==> src/rtl/flbuf_pkg.sv <==
package flbuf_pkg;

    typedef enum logic [2:0] {
        BS_INVALID,
        BS_USED,
        BS_VALID,
        BS_PREFETCHED,
        BS_BUSY_BUS,
        BS_BUSY_FILL
    } buf_state_e;

    typedef enum logic [1:0] {
        FS_IDLE,
        FS_WAIT,
        FS_PF_CHECK
    } fsm_e;

    typedef struct packed {
        logic       write;
        logic       instr;
        logic       burst;
    } req_kind_t;

    function automatic logic is_busy(buf_state_e s);
        return (s == BS_BUSY_BUS) || (s == BS_BUSY_FILL);
    endfunction

    function automatic buf_state_e serve_state(logic burst);
        return burst ? BS_BUSY_BUS : BS_VALID;
    endfunction

    // Prefetch gate: enable, policy field, access type, write exclusion.
    function automatic logic pf_policy_ok(logic buf_en, logic [1:0] limit,
                                          logic ipf, logic dpf,
                                          req_kind_t k, logic was_miss);
        logic type_ok;
        logic lim_ok;
        type_ok = k.instr ? ipf : dpf;
        lim_ok  = (limit == 2'd1) ? was_miss : (limit != 2'd0);
        return buf_en && !k.write && type_ok && lim_ok;
    endfunction

endpackage

==> src/rtl/flbuf_lookup.sv <==
module flbuf_lookup
    import flbuf_pkg::*;
#(
    parameter int NBUF   = 4,
    parameter int LINE_W = 8
) (
    input  logic [LINE_W-1:0] key,
    input  logic [LINE_W-1:0] tags   [NBUF],
    input  buf_state_e        states [NBUF],
    output logic              found,
    output logic [((NBUF > 1) ? $clog2(NBUF) : 1)-1:0] idx
);
    localparam int IDXW = (NBUF > 1) ? $clog2(NBUF) : 1;

    logic [NBUF-1:0] match;

    generate
        for (genvar g = 0; g < NBUF; g++) begin : g_cmp
            assign match[g] = (states[g] != BS_INVALID) && (tags[g] == key);
        end
    endgenerate

    always_comb begin
        found = |match;
        idx   = '0;
        for (int i = NBUF - 1; i >= 0; i--) begin
            if (match[i]) idx = IDXW'(i);
        end
    end

endmodule

==> src/rtl/flbuf_recency.sv <==
module flbuf_recency #(
    parameter int NBUF = 4
) (
    input  logic                clk,
    input  logic                rst,
    input  logic                touch,
    input  logic [((NBUF > 1) ? $clog2(NBUF) : 1)-1:0] touch_idx,
    input  logic [NBUF-1:0]     elig,
    output logic                lru_ok,
    output logic [((NBUF > 1) ? $clog2(NBUF) : 1)-1:0] lru_idx
);
    localparam int IDXW = (NBUF > 1) ? $clog2(NBUF) : 1;

    // order_q[0] is the most recent, order_q[NBUF-1] the oldest
    logic [IDXW-1:0] order_q [NBUF];
    logic [IDXW-1:0] order_d [NBUF];

    always_comb begin
        int pos;
        pos = NBUF - 1;
        for (int i = 0; i < NBUF; i++) begin
            if (order_q[i] == touch_idx) pos = i;
        end
        order_d = order_q;
        if (touch) begin
            for (int i = 1; i < NBUF; i++) begin
                if (i <= pos) order_d[i] = order_q[i-1];
            end
            order_d[0] = touch_idx;
        end
    end

    always_ff @(posedge clk) begin
        if (rst) begin
            for (int i = 0; i < NBUF; i++) order_q[i] <= IDXW'(NBUF - 1 - i);
        end else begin
            order_q <= order_d;
        end
    end

    // oldest eligible entry wins: scan from the front, keep the last hit
    always_comb begin
        lru_ok  = 1'b0;
        lru_idx = '0;
        for (int i = 0; i < NBUF; i++) begin
            if (elig[order_q[i]]) begin
                lru_ok  = 1'b1;
                lru_idx = order_q[i];
            end
        end
    end

    logic [NBUF-1:0] seen;
    always_comb begin
        seen = '0;
        for (int i = 0; i < NBUF; i++) seen[order_q[i]] = 1'b1;
    end

    a_r3_order_is_permutation: assert property (@(posedge clk) disable iff (rst)
        &seen);

    a_r4_touched_goes_front: assert property (@(posedge clk) disable iff (rst)
        touch |=> order_q[0] == $past(touch_idx));

endmodule

==> src/rtl/flbuf_victim.sv <==
module flbuf_victim
    import flbuf_pkg::*;
#(
    parameter int NBUF = 4
) (
    input  buf_state_e      states [NBUF],
    input  logic            lru_ok,
    input  logic [((NBUF > 1) ? $clog2(NBUF) : 1)-1:0] lru_idx,
    output logic [NBUF-1:0] elig,
    output logic            vict_ok,
    output logic [((NBUF > 1) ? $clog2(NBUF) : 1)-1:0] vict_idx
);
    localparam int IDXW = (NBUF > 1) ? $clog2(NBUF) : 1;

    logic [NBUF-1:0] empty;

    generate
        for (genvar g = 0; g < NBUF; g++) begin : g_cls
            assign empty[g] = (states[g] == BS_INVALID);
            assign elig[g]  = !is_busy(states[g]);
        end
    endgenerate

    always_comb begin
        vict_ok  = lru_ok;
        vict_idx = lru_idx;
        if (|empty) begin
            vict_ok = 1'b1;
            for (int i = NBUF - 1; i >= 0; i--) begin
                if (empty[i]) vict_idx = IDXW'(i);
            end
        end
    end

endmodule

==> src/rtl/flbuf_ctrl.sv <==
module flbuf_ctrl
    import flbuf_pkg::*;
#(
    parameter int NBUF   = 4,
    parameter int LINE_W = 8,
    parameter int MID_W  = 4
) (
    input  logic                              clk,
    input  logic                              rst,
    input  logic                              req_valid,
    input  logic [LINE_W-1:0]                 req_line,
    input  logic                              req_write,
    input  logic                              req_instr,
    input  logic                              req_burst,
    input  logic [MID_W-1:0]                  req_master,
    input  logic                              burst_end,
    input  logic                              cfg_buf_en,
    input  logic [1:0]                        cfg_pf_limit,
    input  logic                              cfg_ipf_en,
    input  logic                              cfg_dpf_en,
    input  logic [(1<<MID_W)-1:0]             cfg_master_pf,
    input  logic                              fill_done,
    output logic                              req_ready,
    output logic                              resp_hit,
    output logic                              fill_req,
    output logic [LINE_W-1:0]                 fill_line,
    output logic [((NBUF > 1) ? $clog2(NBUF) : 1)-1:0] fill_buf,
    output logic                              fill_pf
);
    localparam int IDXW = (NBUF > 1) ? $clog2(NBUF) : 1;

    buf_state_e        st_q  [NBUF];
    buf_state_e        st_d  [NBUF];
    logic [LINE_W-1:0] tag_q [NBUF];
    logic [LINE_W-1:0] tag_d [NBUF];

    fsm_e              fsm_q, fsm_d;
    req_kind_t         kind_q, kind_d;
    logic [LINE_W-1:0] line_q, line_d;
    logic [MID_W-1:0]  mid_q, mid_d;
    logic [IDXW-1:0]   cur_buf_q, cur_buf_d;
    logic              miss_q, miss_d;

    // single fill in flight
    logic              pend_q, pend_d;
    logic              pend_pf_q, pend_pf_d;
    logic              byp_q, byp_d;
    logic [IDXW-1:0]   pend_buf_q, pend_buf_d;

    logic              rdy_q, rdy_d, hit_q, hit_d;
    logic              fr_q, fr_d, fp_q, fp_d;
    logic [LINE_W-1:0] fl_q, fl_d;
    logic [IDXW-1:0]   fb_q, fb_d;

    logic              hit_ok, nxt_ok;
    logic [IDXW-1:0]   hit_idx, nxt_idx;
    logic [LINE_W-1:0] nxt_line;
    logic [NBUF-1:0]   elig;
    logic              lru_ok, vict_ok;
    logic [IDXW-1:0]   lru_idx, vict_idx;
    logic              touch;
    logic [IDXW-1:0]   touch_idx;
    logic              pf_go;

    assign nxt_line = line_q + LINE_W'(1);

    flbuf_lookup #(.NBUF(NBUF), .LINE_W(LINE_W)) u_hit_lookup (
        .key(req_line), .tags(tag_q), .states(st_q), .found(hit_ok), .idx(hit_idx)
    );

    flbuf_lookup #(.NBUF(NBUF), .LINE_W(LINE_W)) u_next_lookup (
        .key(nxt_line), .tags(tag_q), .states(st_q), .found(nxt_ok), .idx(nxt_idx)
    );

    flbuf_victim #(.NBUF(NBUF)) u_victim (
        .states(st_q), .lru_ok(lru_ok), .lru_idx(lru_idx),
        .elig(elig), .vict_ok(vict_ok), .vict_idx(vict_idx)
    );

    flbuf_recency #(.NBUF(NBUF)) u_recency (
        .clk(clk), .rst(rst), .touch(touch), .touch_idx(touch_idx),
        .elig(elig), .lru_ok(lru_ok), .lru_idx(lru_idx)
    );

    assign pf_go = pf_policy_ok(cfg_buf_en, cfg_pf_limit, cfg_ipf_en, cfg_dpf_en,
                                kind_q, miss_q)
                   && cfg_master_pf[mid_q];

    always_comb begin
        st_d       = st_q;
        tag_d      = tag_q;
        fsm_d      = fsm_q;
        kind_d     = kind_q;
        line_d     = line_q;
        mid_d      = mid_q;
        cur_buf_d  = cur_buf_q;
        miss_d     = miss_q;
        pend_d     = pend_q;
        pend_pf_d  = pend_pf_q;
        byp_d      = byp_q;
        pend_buf_d = pend_buf_q;
        rdy_d      = 1'b0;
        hit_d      = hit_q;
        fr_d       = 1'b0;
        fp_d       = fp_q;
        fl_d       = fl_q;
        fb_d       = fb_q;
        touch      = 1'b0;
        touch_idx  = '0;

        // a prefetch completing outside a waiting read: line parked as Prefetched
        if (fill_done && pend_q && pend_pf_q && fsm_q != FS_WAIT) begin
            st_d[pend_buf_q] = BS_PREFETCHED;
            pend_d           = 1'b0;
        end

        if (burst_end) begin
            for (int i = 0; i < NBUF; i++) begin
                if (st_d[i] == BS_BUSY_BUS) st_d[i] = BS_USED;
            end
        end

        if (!cfg_buf_en) begin
            for (int i = 0; i < NBUF; i++) st_d[i] = BS_INVALID;
        end

        unique case (fsm_q)
            FS_IDLE: begin
                if (req_valid) begin
                    kind_d = '{write: req_write, instr: req_instr, burst: req_burst};
                    line_d = req_line;
                    mid_d  = req_master;
                    if (req_write) begin
                        if (cfg_buf_en && hit_ok && !is_busy(st_q[hit_idx]))
                            st_d[hit_idx] = BS_INVALID;
                        rdy_d  = 1'b1;
                        hit_d  = 1'b0;
                        miss_d = 1'b0;
                        fsm_d  = FS_PF_CHECK;
                    end else if (!cfg_buf_en) begin
                        if (!pend_q) begin
                            fr_d      = 1'b1;
                            fl_d      = req_line;
                            fb_d      = '0;
                            fp_d      = 1'b0;
                            pend_d    = 1'b1;
                            pend_pf_d = 1'b0;
                            byp_d     = 1'b1;
                            miss_d    = 1'b1;
                            fsm_d     = FS_WAIT;
                        end
                    end else if (hit_ok) begin
                        miss_d = 1'b0;
                        if (st_q[hit_idx] == BS_BUSY_FILL && !fill_done) begin
                            cur_buf_d = hit_idx;
                            fsm_d     = FS_WAIT;
                        end else begin
                            st_d[hit_idx] = serve_state(req_burst);
                            touch         = 1'b1;
                            touch_idx     = hit_idx;
                            rdy_d         = 1'b1;
                            hit_d         = 1'b1;
                            fsm_d         = FS_PF_CHECK;
                        end
                    end else if (!pend_q && vict_ok) begin
                        tag_d[vict_idx] = req_line;
                        st_d[vict_idx]  = BS_BUSY_FILL;
                        fr_d            = 1'b1;
                        fl_d            = req_line;
                        fb_d            = vict_idx;
                        fp_d            = 1'b0;
                        pend_d          = 1'b1;
                        pend_pf_d       = 1'b0;
                        pend_buf_d      = vict_idx;
                        byp_d           = 1'b0;
                        cur_buf_d       = vict_idx;
                        miss_d          = 1'b1;
                        fsm_d           = FS_WAIT;
                    end
                end
            end

            FS_WAIT: begin
                if (fill_done) begin
                    pend_d = 1'b0;
                    rdy_d  = 1'b1;
                    fsm_d  = FS_PF_CHECK;
                    if (byp_q) begin
                        hit_d = 1'b0;
                    end else begin
                        hit_d = !miss_q;
                        if (cfg_buf_en) begin
                            st_d[cur_buf_q] = serve_state(kind_q.burst);
                            touch           = 1'b1;
                            touch_idx       = cur_buf_q;
                        end
                    end
                end
            end

            FS_PF_CHECK: begin
                fsm_d = FS_IDLE;
                if (pf_go && !nxt_ok && !pend_q && vict_ok) begin
                    tag_d[vict_idx] = nxt_line;
                    st_d[vict_idx]  = BS_BUSY_FILL;
                    fr_d            = 1'b1;
                    fl_d            = nxt_line;
                    fb_d            = vict_idx;
                    fp_d            = 1'b1;
                    pend_d          = 1'b1;
                    pend_pf_d       = 1'b1;
                    pend_buf_d      = vict_idx;
                    byp_d           = 1'b0;
                end
            end

            default: fsm_d = FS_IDLE;
        endcase
    end

    always_ff @(posedge clk) begin
        if (rst) begin
            for (int i = 0; i < NBUF; i++) begin
                st_q[i]  <= BS_INVALID;
                tag_q[i] <= '0;
            end
            fsm_q      <= FS_IDLE;
            kind_q     <= '0;
            line_q     <= '0;
            mid_q      <= '0;
            cur_buf_q  <= '0;
            miss_q     <= 1'b0;
            pend_q     <= 1'b0;
            pend_pf_q  <= 1'b0;
            byp_q      <= 1'b0;
            pend_buf_q <= '0;
            rdy_q      <= 1'b0;
            hit_q      <= 1'b0;
            fr_q       <= 1'b0;
            fp_q       <= 1'b0;
            fl_q       <= '0;
            fb_q       <= '0;
        end else begin
            st_q       <= st_d;
            tag_q      <= tag_d;
            fsm_q      <= fsm_d;
            kind_q     <= kind_d;
            line_q     <= line_d;
            mid_q      <= mid_d;
            cur_buf_q  <= cur_buf_d;
            miss_q     <= miss_d;
            pend_q     <= pend_d;
            pend_pf_q  <= pend_pf_d;
            byp_q      <= byp_d;
            pend_buf_q <= pend_buf_d;
            rdy_q      <= rdy_d;
            hit_q      <= hit_d;
            fr_q       <= fr_d;
            fp_q       <= fp_d;
            fl_q       <= fl_d;
            fb_q       <= fb_d;
        end
    end

    assign req_ready = rdy_q;
    assign resp_hit  = hit_q;
    assign fill_req  = fr_q;
    assign fill_line = fl_q;
    assign fill_buf  = fb_q;
    assign fill_pf   = fp_q;

    a_r12_ready_single_cycle: assert property (@(posedge clk) disable iff (rst)
        req_ready |=> !req_ready);

    a_r6_pf_requires_enables: assert property (@(posedge clk) disable iff (rst)
        fill_req && fill_pf |-> cfg_buf_en && (cfg_pf_limit != 2'd0));

    a_r7_no_pf_after_write: assert property (@(posedge clk) disable iff (rst)
        fill_req && fill_pf |-> !kind_q.write);

    a_r8_one_fill_in_flight: assert property (@(posedge clk) disable iff (rst)
        pend_q && !fill_done |=> !fill_req);

    a_r4_ready_after_fill_done: assert property (@(posedge clk) disable iff (rst)
        fsm_q == FS_WAIT && fill_done |=> req_ready);

    a_r2_target_marked_filling: assert property (@(posedge clk) disable iff (rst)
        fill_req && !byp_q && cfg_buf_en |-> st_q[fill_buf] == BS_BUSY_FILL);

    a_r1_hit_answer_without_fill: assert property (@(posedge clk) disable iff (rst)
        req_ready && resp_hit |-> !fill_req);

    a_r9_stall_while_engine_busy: assert property (@(posedge clk) disable iff (rst)
        fsm_q == FS_IDLE && req_valid && !req_write && cfg_buf_en && !hit_ok && pend_q
        |=> !fill_req && !req_ready);

endmodule

==> config.mk <==
export PLATFORM = sky130hd
export DESIGN_NAME = flbuf_ctrl
export DESIGN_NICKNAME = d
export VERILOG_FILES = /design/src/rtl/flbuf_pkg.sv /design/src/rtl/flbuf_lookup.sv /design/src/rtl/flbuf_recency.sv /design/src/rtl/flbuf_victim.sv /design/src/rtl/flbuf_ctrl.sv
export SDC_FILE = /design/constraint.sdc
export NUM_CORES = 1
export LEC_CHECK = 0
export CORE_MARGIN = 4
export CORE_UTILIZATION = 56
export DETAILED_ROUTE_END_ITERATION = 6
export DONT_BUFFER_PORTS = 1
export GPL_TIMING_DRIVEN = 0
export PLACE_DENSITY = 0.73
export REMOVE_ABC_BUFFERS = 1
export SLEW_MARGIN = 20
export SYNTH_ARGS = -nofsm -noshare
export SYNTH_HDL_FRONTEND = slang
export SYNTH_SLANG_ARGS = --single-unit
export TNS_END_PERCENT = 10
==> constraint.sdc <==
create_clock -name clk -period 4.6 [get_ports clk]
set_input_delay 0.46 -clock clk [delete_from_list [all_inputs] [get_ports clk]]
set_output_delay 0.46 -clock clk [all_outputs]
set_load 0.005 [all_outputs]
* After elaboration in Yosys (flattened, before gate mapping)
Index checks and enable logic that the tools add are counted.
** Cells by class
- Reductions and logical operators :: 67
- Magnitude comparators :: 16
- Add/sub/neg operators :: 1
- Equal/unequal tests :: 48
- Bitwise operators :: 13
- Multiplexer cells :: 176
** Operators with widths (count)
- $mux W32 :: 9
- $mux W12 :: 14
- $mux W2 :: 42
- $bwmux W32 :: 2
- $eq A8 B8 Y1 :: 8
- $le A3 B32 Y1 const A :: 2
- $mux W8 :: 8
- $pmux W32 S2 :: 1
- $mux W1 :: 62
- $eq A3 B3 Y1 const B :: 14
- $mux W3 :: 12
- $pmux W12 S3 :: 1
- $le A2 B32 Y1 const A :: 1
- $logic_and A1 B1 Y1 :: 26
- $bwmux W12 :: 2
- $demux W3 S2 :: 4
- $ne A3 B3 Y1 const B :: 7
- $demux W8 S2 :: 1
- $or A8 B8 Y8 :: 2
- $pmux W2 S2 :: 4
- $pmux W8 S2 :: 1
- $ne A2 B2 Y1 const B :: 7
- $reduce_and A7 Y1 :: 2
- $and A12 B12 Y12 :: 1
- 32 further kinds :: 88
** Storage, ports and cells
- Input bits :: 41
- Word-level logic and storage cells :: 350
- Output and inout bits :: 14
- Register bits :: 90

* Longest topological paths before layout
- Depth after elaboration :: 27
- Gate-level depth with buffers :: 14

* Cells and area by module
Synthesis repeated with hierarchy kept, for this count alone.
** Second synthesis, totals
- Cell total of the unflattened synthesis :: 788
- Area, all modules :: 6558.8 µm²
** By module, submodules not included
- flbuf_ctrl :: instances 1, cells an instance 584, area an instance 4749.6 µm²
- flbuf_lookup :: instances 2, cells an instance 52, area an instance 432.9 µm²
- flbuf_recency :: instances 1, cells an instance 85, area an instance 838.3 µm²
- flbuf_victim :: instances 1, cells an instance 15, area an instance 105.1 µm²

* Worst setup path after synthesis
Ideal clock, no wire load.
- Path kind :: input port to flip-flop
- From :: input port req_line[5]
- To :: register u_recency.order_q[0] in the netlist's numbering
- Setup time :: 0.072 ns
- Setup slack :: 1.446 ns
- Stages :: 12
- Data required time :: 4.528 ns
- Arrival time :: 3.083 ns
- Path through :: buf_4 xnor2_1 nand4_1 or3_4 a311o_1 a22oi_4 o21ai_2 mux2_2 a32o_1 a21oi_2 a21boi_2 mux2i_1
** On the way
- Longest elaborated chain between the ends :: 25
- Elaborated cells on any way between the ends :: 41
** RTL lines
- from (decl) :: line flbuf_ctrl.sv:11 : input logic [LINE_W-1:0] req_line,
- $eq A8 B8 Y1 :: line flbuf_lookup.sv:19 : assign match[g] = (states[g] != BS_INVALID) && (tags[g] == key);
- $logic_and A1 B1 Y1 :: line flbuf_lookup.sv:19
- $mux W2 (4 in series) :: line flbuf_lookup.sv:27 : if (match[i]) idx = IDXW'(i);
- $not A2 Y3 (implied by the code) :: line flbuf_ctrl.sv:154 : if (st_q[hit_idx] == BS_BUSY_FILL && !fill_done) begin
- $bmux W3 S2 :: line flbuf_ctrl.sv:154
- $mux W3 (implied by the code) (2 in series) :: line flbuf_ctrl.sv:154
- $eq A3 B3 Y1 :: line flbuf_ctrl.sv:154
- $logic_and A1 B1 Y1 :: line flbuf_ctrl.sv:154
- [3 not listed]
- $mux W2 :: line flbuf_ctrl.sv:133 : if (req_write) begin
- $mux W2 :: line flbuf_ctrl.sv:129 : if (req_valid) begin
- $pmux W2 S2 :: line flbuf_ctrl.sv:127 : unique case (fsm_q)
- $eq A2 B2 Y1 :: line flbuf_recency.sv:22 : if (order_q[i] == touch_idx) pos = i;
- $mux W2 :: line flbuf_recency.sv:22
- $mux W32 (3 in series) :: line flbuf_recency.sv:22
- $le A3 B32 Y1 :: line flbuf_recency.sv:27 : if (i <= pos) order_d[i] = order_q[i-1];
- $reduce_and A2 Y1 (no line) *
- to (signal assigned) :: line flbuf_recency.sv:37 : order_q <= order_d;
- to (decl) :: line flbuf_recency.sv:15 : logic [IDXW-1:0] order_q [NBUF];
Mark *: on every way between the ends. The rest lies on a longest branch, timed or not. The select of a mux whose other input is x is not followed.
A chain may end at the register's enable or synchronous reset.

* Final worst setup path
- From :: register st_q[1] in the netlist's numbering
- To :: register tag_q[25] in the netlist's numbering
** On the way
- Longest elaborated chain between the ends :: 26
- Elaborated cells on any way between the ends :: 57
** RTL lines
- from (decl) :: line flbuf_ctrl.sv:32 : buf_state_e st_q [NBUF];
- from (signal assigned) :: line flbuf_ctrl.sv:244 : st_q <= st_d;
- $eq A3 B3 Y1 :: line flbuf_pkg.sv:25 : return (s == BS_BUSY_BUS) || (s == BS_BUSY_FILL);
- $logic_or A1 B1 Y1 :: line flbuf_pkg.sv:25
- $logic_not A1 Y1 :: line flbuf_victim.sv:20 : assign elig[g] = !is_busy(states[g]);
- $bmux W1 S2 :: line flbuf_recency.sv:46 : if (elig[order_q[i]]) begin
- $mux W1 (implied by the code) :: line flbuf_recency.sv:46
- $mux W2 (4 in series) :: line flbuf_recency.sv:46
- $mux W2 (4 in series) :: line flbuf_victim.sv:30 : if (empty[i]) vict_idx = IDXW'(i);
- $mux W2 :: line flbuf_victim.sv:27 : if (|empty) begin
- [4 not listed]
- $demux W8 S2 :: line flbuf_ctrl.sv:166, flbuf_ctrl.sv:204
- $bwmux W32 :: line flbuf_ctrl.sv:166 : tag_d[vict_idx] = req_line;
- $mux W32 :: line flbuf_ctrl.sv:165 : end else if (!pend_q && vict_ok) begin
- $mux W32 :: line flbuf_ctrl.sv:152 : end else if (hit_ok) begin
- $mux W32 :: line flbuf_ctrl.sv:140 : end else if (!cfg_buf_en) begin
- $mux W32 :: line flbuf_ctrl.sv:133
- $mux W32 :: line flbuf_ctrl.sv:129
- $pmux W32 S2 :: line flbuf_ctrl.sv:127
- to (signal assigned) :: line flbuf_ctrl.sv:245 : tag_q <= tag_d;
- to (decl) :: line flbuf_ctrl.sv:34 : logic [LINE_W-1:0] tag_q [NBUF];
Several ways; a longest one is shown, not always the timed one. The select of a mux whose other input is x is not followed.

==> results.md <==
* Element type at the critical path start: flop
* Worst rel slew slack at 0.3054
* Initial antenna violation count at 0
* Minimum clock period at around 4.5 ns
* Largest net degree at the start of global routing at 94
* Avg WL per Cell at between 20 and 25 um
* Count of buffer and inverter cells on the critical path at 0
* Overall fraction of global-route tracks in use at 0.3098
* Xor/xnor cell area share of the yosys netlist at 0.1246
* Worst-case clock buffer depth at 2
* Starting density of the core at 0.5728
* Peak per-stage delay on the critical path at 0.67 ns
* Synth Area in Simple Gates at 0.2421
* Via count at 6191
* Overall die width at approximately 120 um
* Count of final hold-check violations at 0
* Flops & latches, synth at 90
* Via density at between 6 and 7
* Overall die height at between 100 and 150 um
* Ant. Diodes at 0
* Most frequent cells in the layout: nor2_1, nand2_1, dfxtp_1
* Number of levels the H-tree was split into at 3
* Worst EP required at 4.84 ns
* FILL cells at about 1100
* # rows at 39
* Fraction of the mapped netlist area in adder cells at 0.001905
* Share of the yosys chip area belonging to registers at 0.2743
* Crit path arrival time at 4.70 ns
* Cells along the critical path: nor3_1 -> a2111oi_2 -> a31oi_2 -> nand3_1 -> nor3_2 -> nand2_1 -> a21oi_2 -> and2_1 -> mux2i_1 -> nor2_1
* Buffer type at the clock tree root: clkbuf_16
* Floorplan Core Area at about 0.011 mm2
* # Max-Cap Violations at 0
* Setup violations, final at 0
* PortBufs at 0
* Area growth from synthesis to final layout at 3.848%
* Mux contribution to synthesized area at 0.1130
* Unrepaired setup endpoints after global routing: false
* Run status: finished clean
* Proportion of layout cells with a drive suffix above 1 at 0.07308
* Mapped Cells at 817
* Final Cycle Share at 0.9686
* Number of routed nets with antenna violations at 0
* Number of cells on the worst reg-to-reg path at 10
* HPWL after detailed placement at approximately 15000 um
* Maximum VDD drop at around 250 uV
* Most common cell after layout, fill and taps aside: nor2_1
* Final global-route overflow total at 0
* Maximum fanout along the worst path at 8
* Fmax at 224.4 MHz
* Cells on Worst Hold Path at 1
* Post-CTS setup buffers at 0
* Top delay family on crit path: simple AND/OR/NAND/NOR gates
* Number of synthesized flops with an enable pin at 0
* Largest family of logic cells by synthesized area: simple AND/OR/NAND/NOR gates
* Post-layout utilization of the core at 0.5949
* Compound-Gate Fraction of Synth Area at 0.1985
* Length of the first detailed-routing pass in iterations at 5
* Transition time at the pin with the least slew margin at between 1 and 1.5 ns
* Number of top-level pins at 55
* Fraction of synthesis flops using an asynchronous set or reset pin at 0
* Die outline area at 0.01353 mm2
* Multi-input logic area at between 0.004 and 0.005 mm2
* Mean cell area of the mapped netlist at just over 8 um2
* Synth warn at 0
* Tightest Hold Check Type: input port to flop
* Power density over the cells at between 200 and 300 mW/mm2
* Number of nets in the final layout at roughly 800
* Total standard cell area after synthesis at 0.006569 mm2
* Post-route DRC violation count at 0
* Type of the worst setup path: flop to flop
* Initial DRC Count at slightly above 900
* Endpoint type of the worst setup path: flop
* Clock edge transition at the registers on the reported setup and hold paths at about 0.070 ns
* Final Wtd Congestion at ~1.0
* Final wirelength at 20440 um
* Final count of pins violating max slew at 0
* Summed negative setup slack over all endpoints at 0 ns
* Via count of the first global-routing pass at roughly 5800
* Sequential cell area at 0.001802 mm2
* Slowest-stage cell, CP: nor3_1
* Clock tree sinks at 90
* Synth Flop Type: dfxtp_1
* Worst clock skew at approximately 0.011 ns
* Wire length of the first global-routing pass at 32230 um
* Count of cell instances traversed by the critical path at 10
* Static leakage power at 0.002581 uW
* Worst skew pair latency at 0.36 ns
* Distinct cells, synth at 81
* Number of buffers added by the clock tree synthesis step at 9
* TritonCTS clock tree: built
==> synthesized netlist by cell type, types with 13 or more instances <==
master      n  area [um2]
nand2_1    91       341.6
a211oi_1   13       97.59
xor2_1     25       219.0
clkbuf_1   33       123.9
xnor2_1    39       341.6
nand2b_1   16       100.1
nand3_1    14       70.07
dfxtp_1    90        1802
a21oi_1    48       240.2
o21ai_0    33       165.2
nor3_1     21       105.1
mux2i_1    55       550.5
nor2_1    109       409.1
nor2b_1    13       81.33
==> flip-flops by register name, indices dropped and copies added (netlist names) <==
signal	count
miss_q	1
pend_q	1
tag_q	32
kind_q	3
u_recency.order_q	8
fill_line	8
fill_buf	2
fill_pf	1
fsm_q	2
req_ready	1
resp_hit	1
line_q	8
pend_buf_q	2
byp_q	1
mid_q	4
st_q	12
fill_req	1
cur_buf_q	2
==> power by group <==
| part | internal, uW | switching, uW | leakage, uW | total [uW] |
|---|---|---|---|---|
| sequential | 805 | 46.0 | 0.000730 | 851 |
| clock | 437 | 339 | 0.000149 | 776 |
| combinational | 117 | 156 | 0.00170 | 272 |
==> path summary, 6_finish.rpt <==
path	startpoint	slack [ns]	to
worst max-delay path	st_q[1]	0.14	tag_q[25]
worst min-delay path	rst	0.18	st_q[11]
worst max register to register	st_q[1]	0.14	tag_q[25]
worst min register to register	line_q[1]	0.48	line_q[1]
==> area by class of cell <==
type                    count  share of cell area
repair buffers              1            0.002201
clock buffers              10             0.03503
clock inverters             6            0.009538
multi-input cells         662              0.6568
flip-flops and latches     90              0.2641
inverters                  11            0.006053
well taps                 143             0.02623
==> per-stage QoR <==
| stage | power (uW) | cell area [um2] | setup slack, ns | std cells | hold WS, ns |
|---|---|---|---|---|---|
| floorplan | 1056 | 6310 | 1.450 | 763 | 0.4353 |
| CTS | 1903 | 6817 | 0.05215 | 923 | 0.1729 |
| global route | 1968 | 6822 | 0.09166 | 923 | 0.1701 |
| detailed placement | 1134 | 6513 | 0.07493 | 907 | 0.4656 |
| global placement | 1124 | 6489 | 0.04549 | 906 | 0.4492 |
| finish | 1900 | 6822 | 0.1444 | 923 | 0.1780 |
==> timing repair <==
action / 4_1_cts / 5_1_grt
setup endpoints to repair: 0 / 9
hold buffers: 0 / 0
resized for setup: 0 / 1
==> layer usage <==
layer	vias to the layer above	GRT usage	share of wire
li1	2843	-	-
met1	2979	0.4319	0.43
met2	337	0.4886	0.46
met3	32	0.04974	0.082
met4	0	0.1060	0.021
met5	-	0	0
==> cell families after synthesis <==
logic type                 count (synthesis)
and+or+nand+nor                          333
AOI/OAI and AO/OA                        186
DFF                                       90
xor gates and xnor gates                  76
muxes                                     66
buffers and inverters                     65
adders and majority gates                  1
Power figures use the tool's default switching activity.
